`src/rtl/bbram_pkg.sv`:
```
package bbram_pkg;

  typedef struct packed {
    logic ce_n;
    logic we_n;
    logic oe_n;
  } strobe_t;

  localparam strobe_t STROBE_IDLE = '{ce_n: 1'b1, we_n: 1'b1, oe_n: 1'b1};

  function automatic strobe_t gate_strobe(input strobe_t h, input logic enable, input logic in_win);
    strobe_t s;
    s.ce_n = ~(enable & ~h.ce_n);
    s.oe_n = ~(enable & ~h.ce_n & ~h.oe_n & ~in_win);
    s.we_n = ~(enable & ~h.ce_n & ~h.we_n & ~in_win);
    return s;
  endfunction

endpackage

```
`src/rtl/bbram_window_dec.sv`:
```
module bbram_window_dec #(
  parameter int ADDR_W = 19,
  parameter int REG_AW = 4
) (
  input  logic [ADDR_W-1:0] addr,
  output logic              in_win,
  output logic [REG_AW-1:0] reg_idx
);
  localparam int WIN_W = ADDR_W - REG_AW;

  always_comb begin
    in_win  = &addr[ADDR_W-1 -: WIN_W];
    reg_idx = addr[REG_AW-1:0];
  end
endmodule

```
`src/rtl/bbram_supply_arm.sv`:
```
module bbram_supply_arm (
  input  logic clk,
  input  logic rst,
  input  logic supply_ok,
  input  logic host_ce_n,
  output logic enable
);
  logic armed;

  always_ff @(posedge clk) begin
    if (rst)              armed <= 1'b0;
    else if (!supply_ok)  armed <= 1'b0;
    else if (host_ce_n)   armed <= 1'b1;
  end

  always_comb enable = armed & supply_ok;
endmodule

```
`src/rtl/bbram_reg_bank.sv`:
```
module bbram_reg_bank #(
  parameter int DATA_W = 8,
  parameter int REG_AW = 4
) (
  input  logic              clk,
  input  logic              wr_en,
  input  logic [REG_AW-1:0] idx,
  input  logic [DATA_W-1:0] wdata,
  output logic [DATA_W-1:0] rdata
);
  localparam int DEPTH = 1 << REG_AW;

  logic [DATA_W-1:0] mem [DEPTH];

  always_ff @(posedge clk) begin
    if (wr_en) mem[idx] <= wdata;
    rdata <= mem[idx];
  end
endmodule

```
`src/rtl/bbram_guard.sv`:
```
module bbram_guard #(
  parameter int ADDR_W = 19,
  parameter int DATA_W = 8,
  parameter int REG_AW = 4
) (
  input  logic              clk,
  input  logic              rst,
  input  logic [ADDR_W-1:0] host_addr,
  input  logic              host_ce_n,
  input  logic              host_we_n,
  input  logic              host_oe_n,
  input  logic [DATA_W-1:0] host_wdata,
  input  logic              supply_ok,
  output logic              ram_ce_n,
  output logic              ram_oe_n,
  output logic              ram_we_n,
  output logic [DATA_W-1:0] reg_rdata,
  output logic              reg_rvalid
);
  import bbram_pkg::*;

  logic              in_win;
  logic [REG_AW-1:0] reg_idx;
  logic              enable;
  strobe_t           host_s;
  strobe_t           next_s;
  strobe_t           ram_q;
  logic              reg_wr;
  logic              reg_rd;

  bbram_window_dec #(.ADDR_W(ADDR_W), .REG_AW(REG_AW)) u_dec (
    .addr    (host_addr),
    .in_win  (in_win),
    .reg_idx (reg_idx)
  );

  bbram_supply_arm u_arm (
    .clk       (clk),
    .rst       (rst),
    .supply_ok (supply_ok),
    .host_ce_n (host_ce_n),
    .enable    (enable)
  );

  always_comb begin
    host_s = '{ce_n: host_ce_n, we_n: host_we_n, oe_n: host_oe_n};
    next_s = gate_strobe(host_s, enable, in_win);
    reg_wr = enable & in_win & ~host_ce_n & ~host_we_n;
    reg_rd = enable & in_win & ~host_ce_n & ~host_oe_n & host_we_n;
  end

  bbram_reg_bank #(.DATA_W(DATA_W), .REG_AW(REG_AW)) u_regs (
    .clk   (clk),
    .wr_en (reg_wr),
    .idx   (reg_idx),
    .wdata (host_wdata),
    .rdata (reg_rdata)
  );

  always_ff @(posedge clk) begin
    if (rst) begin
      ram_q      <= STROBE_IDLE;
      reg_rvalid <= 1'b0;
    end else begin
      ram_q      <= next_s;
      reg_rvalid <= reg_rd;
    end
  end

  always_comb begin
    ram_ce_n = ram_q.ce_n;
    ram_oe_n = ram_q.oe_n;
    ram_we_n = ram_q.we_n;
  end
endmodule

```
`config.mk`:
```
export PLATFORM = sky130hd
export DESIGN_NAME = bbram_guard
export DESIGN_NICKNAME = d
export VERILOG_FILES = /design/src/rtl/bbram_pkg.sv /design/src/rtl/bbram_window_dec.sv /design/src/rtl/bbram_supply_arm.sv /design/src/rtl/bbram_reg_bank.sv /design/src/rtl/bbram_guard.sv
export SDC_FILE = /design/constraint.sdc
export NUM_CORES = 1
export LEC_CHECK = 0
export ABC_AREA = 1
export BUFFER_PORTS_ARGS = -buffer_cell sky130_fd_sc_hd__buf_2
export CAP_MARGIN = 0
export CORE_ASPECT_RATIO = 0.8
export CORE_MARGIN = 10
export CORE_UTILIZATION = 54
export CTS_CLUSTER_SIZE = 24
export DETAILED_ROUTE_END_ITERATION = 7
export GPL_ROUTABILITY_DRIVEN = 0
export PLACE_DENSITY = 0.76
export SETUP_SLACK_MARGIN = 0.2
export SLEW_MARGIN = 20
export SYNTH_ARGS = -nofsm -noshare
export SYNTH_HDL_FRONTEND = slang
export SYNTH_SLANG_ARGS = --single-unit
```
`constraint.sdc`:
```
create_clock -name clk -period 1.8 [get_ports clk]
set_clock_uncertainty 0.15 [all_clocks]
set_input_delay 0.45 -clock clk [delete_from_list [all_inputs] [get_ports clk]]
set_output_delay 0.45 -clock clk [all_outputs]
set_load 0.03 [all_outputs]
```
==> insert_results.sql <==
INSERT INTO impl_metrics (metric_group, metric, value, unit) VALUES
('cts', 'tritoncts', 'done', ''),
('synthesis', 'synthesis.instances', '604', ''),
('route', 'pre_antenna_drt_iters', '5', ''),
('timing', 'worst-slew-pin-transition', '388', 'ps'),
('global_routing', 'first_global_vias', '4094', ''),
('die', 'row_count', '34', ''),
('cts', 'cts_post_setup_buffers_inserted', '0', ''),
('synthesis', 'mappedNetlistArea', '5950', 'µm²'),
('synthesis', 'cell_with_the_most_instances_after_synthesis', 'nand2_1', ''),
('timing', 'fin_crit_sh', '0.850', ''),
('final_layout', 'syn2layout_area_growth', '19.1', '%'),
('setup_path', 'timing.reg2reg.setup_slack', '270', 'ps'),
('min_path', 'timing.hold.worst.start', 'rst', ''),
('timing', 'timing.final.hold_violations', '0', ''),
('route', 'drt_wl_total', '12800', 'µm'),
('setup_path', 'timing.critical_path.to_type', 'register', ''),
('setup_path', 'start_kind', 'register', ''),
('synthesis', 'post_synth_main_area_contributors', 'edfxtp_1 65%, nand2_1 24%, dfxtp_1 4.4%', ''),
('run_status', 'outcome', 'complete, no violations', ''),
('synthesis', 'synth_top_area_share', '0.646', ''),
('global_routing', 'grt_start_max_net_pins', '57', ''),
('min_path', 'holdCritPathClass', 'in -> reg', ''),
('global_routing', 'initial_antenna_violation_count', '0', ''),
('timing', 'post-route-min-period', '1530', 'ps'),
('route', 'drc_errors', '0', ''),
('setup_path', 'timing.critical_path.arrival', '1480', 'ps'),
('die', 'core_area', '10800', 'µm²'),
('route', 'via_per_inst', '4.97', ''),
('route', 'num_vias', '4063', ''),
('timing', 'finalMaxSlewViolations', '0', ''),
('setup_path', 'critPathSlowestCell', 'dfxtp_1', ''),
('setup_path', 'critical_path_required', '1750', 'ps'),
('die', 'dieArea', '15600', 'µm²'),
('synthesis', 'synth_area_leader_cell', 'edfxtp_1', ''),
('synthesis', 'simple_gate_fraction_of_synth_area', '0.261', ''),
('route', 'mean_routed_wirelength_per_cell', '15.7', 'µm'),
('synthesis', 'yosysSeqAreaShare', '0.690', ''),
('final_layout', 'antennaDiodeCount', '0', ''),
('setup_path', 'path_max_fanout', '8', ''),
('setup_path', 'crit_path_launch', 'u_arm.armed', ''),
('setup_path', 'cp_common_cell', 'nor2_4', ''),
('final_layout', 'layout-drive-gt1-share', '0.182', ''),
('cts', 'cts.sink_count', '141', ''),
('setup_path', 'crit-reg2reg-launch', 'u_arm.armed', ''),
('timing', 'rsz_0062_raised_after_global_routing', 'no', ''),
('synthesis', 'combinational_family_with_the_most_area_after_synthesis', 'simple AND/OR/NAND/NOR gates', ''),
('synthesis', 'yosys.area_share.xor_xnor', '0', ''),
('synthesis', 'netlist-cell-type-count', '16', ''),
('placed_design', 'place_hpwl', '8580', 'µm'),
('placed_design', 'io_buffers', '44', ''),
('die', 'start_util', '0.551', ''),
('synthesis', 'synthAdderAreaFrac', '0', ''),
('synthesis', 'syn_nets', '637', ''),
('timing', 'slew_headroom', '0.741', ''),
('route', 'route.antenna.remaining_nets', '0', ''),
('cts', 'cts_hold_buffers', '0', ''),
('setup_path', 'critical_path.max_stage_delay', '320', 'ps'),
('cts', 'max-clock-path-buffers', '2', ''),
('global_routing', 'grt.overflow.total', '0', ''),
('timing', 'clock.fmax', '0.654', 'GHz'),
('synthesis', 'yosys_most_used_dff', 'edfxtp_1', ''),
('power_and_ir_drop', 'vdd.ir_drop.worst', '0.905', 'mV'),
('global_routing', 'grt_first_pass_wirelength', '20100', 'µm'),
('global_routing', 'grt_use_total', '0.171', ''),
('power_and_ir_drop', 'leakage', '3.00', 'nW'),
('synthesis', 'synth_compound_gate_area_share', '0.000841', ''),
('die', 'io-pin-count', '45', ''),
('setup_path', 'worst_case_reg_to_reg_path_depth', '5', ''),
('cts', 'clk-insertion-delay-late', '410', 'ps'),
('setup_path', 'timing.critical_path.cells', 'nand2_1 -> nor2_4 -> nand3_4 -> buf_4 -> nor2_4', ''),
('cts', 'number_of_clock_buffers_inserted_by_tritoncts', '17', '');
[cell type report]
type	instances	area [µm²]
sequential	141	4100
multi-input combinational	409	1700
clock buffer	19	443
tap	144	180
inverter	27	101
fill	822	3720
clock inverter	13	143
timing repair buffer	65	415
[power by group]
part / switching (W) / total [W] / leakage, nW / internal [W]
Combinational: 0.000327 / 0.000459 / 1.47 / 0.000132
Clock: 0.00131 / 0.00339 / 0.274 / 0.00208
Sequential: 0.00000531 / 0.00359 / 1.26 / 0.00359
Total: 0.00164 / 0.00744 / 3.00 / 0.00580
[cells by family (layout without fill, tap and decap cells)]
logic type	Yosys count	count (layout)
flip-flops	141	141
AND/OR/NAND/NOR	408	408
AO/OA/AOI/OAI	1	1
buffers and inverters	54	124
[worst max-delay path: cells and delay by family, from the launching register on]
family        cells  cell delay [ps]
flops             1              320
buf+inv           1              190
simple gates      4              530
[placed cells by master, fill, tap and decap left out, types with 3 or more instances in the layout]
cell type	Yosys	final
buf_12	0	3
buf_2	11	44
buf_4	3	18
clkbuf_16	0	17
clkinv_4	0	3
clkinvlp_4	0	4
dfxtp_1	13	13
edfxtp_1	128	128
inv_1	25	25
nand2_1	374	370
nand2_2	0	3
nor2_1	26	9
nor2_2	4	6
nor2_4	0	15
[flip-flops by register name, indices dropped and copies added, names as in the netlist]
signal,count
u_arm.armed,1
ram_we_n,1
reg_rvalid,1
ram_ce_n,1
ram_oe_n,1
u_regs.mem,128
u_regs.rdata,8
[metal layers]
metal	up-vias	track usage	routed length, µm
met1	1895	0.207	5530
li1	2029	-	-
met5	-	0	0
met4	0	0.0631	169
met2	126	0.278	6270
met3	13	0.0554	862
[worst max-delay path by stage]
stage          depth (start not counted)  slack, ps           endpoint
2_1_floorplan                          7        -10  u_regs.mem[10][0]
3_5_place_dp                           8       -150  u_regs.mem[10][4]
3_3_place_gp                           9       -140  u_regs.mem[11][2]
6_report                               5        270  u_regs.mem[10][0]
5_1_grt                                6        190   u_regs.mem[9][2]
4_1_cts                                5        240  u_regs.mem[10][0]
[stage by stage]
| step | util | hold WS [ps] | worst slack, ps | instances | area, µm² |
|---|---|---|---|---|---|
| after floorplan | - | 324 | -14.3 | 604 | 6110 |
| after global placement | 0.601 | 343 | -135 | 786 | 6490 |
| after detailed placement | 0.601 | 361 | -150 | 786 | 6490 |
| after CTS | 0.655 | 39.9 | 242 | 818 | 7080 |
| after global routing | 0.656 | 44.3 | 191 | 818 | 7090 |
| final | 0.656 | 57.4 | 271 | 818 | 7090 |
[timing repair]
action                                  in CTS  in global routing
endpoints found under the setup margin       0                 18
resized for setup                            0                  1
hold endpoints to repair                     0                  0
(Power assumes the default switching activity.)
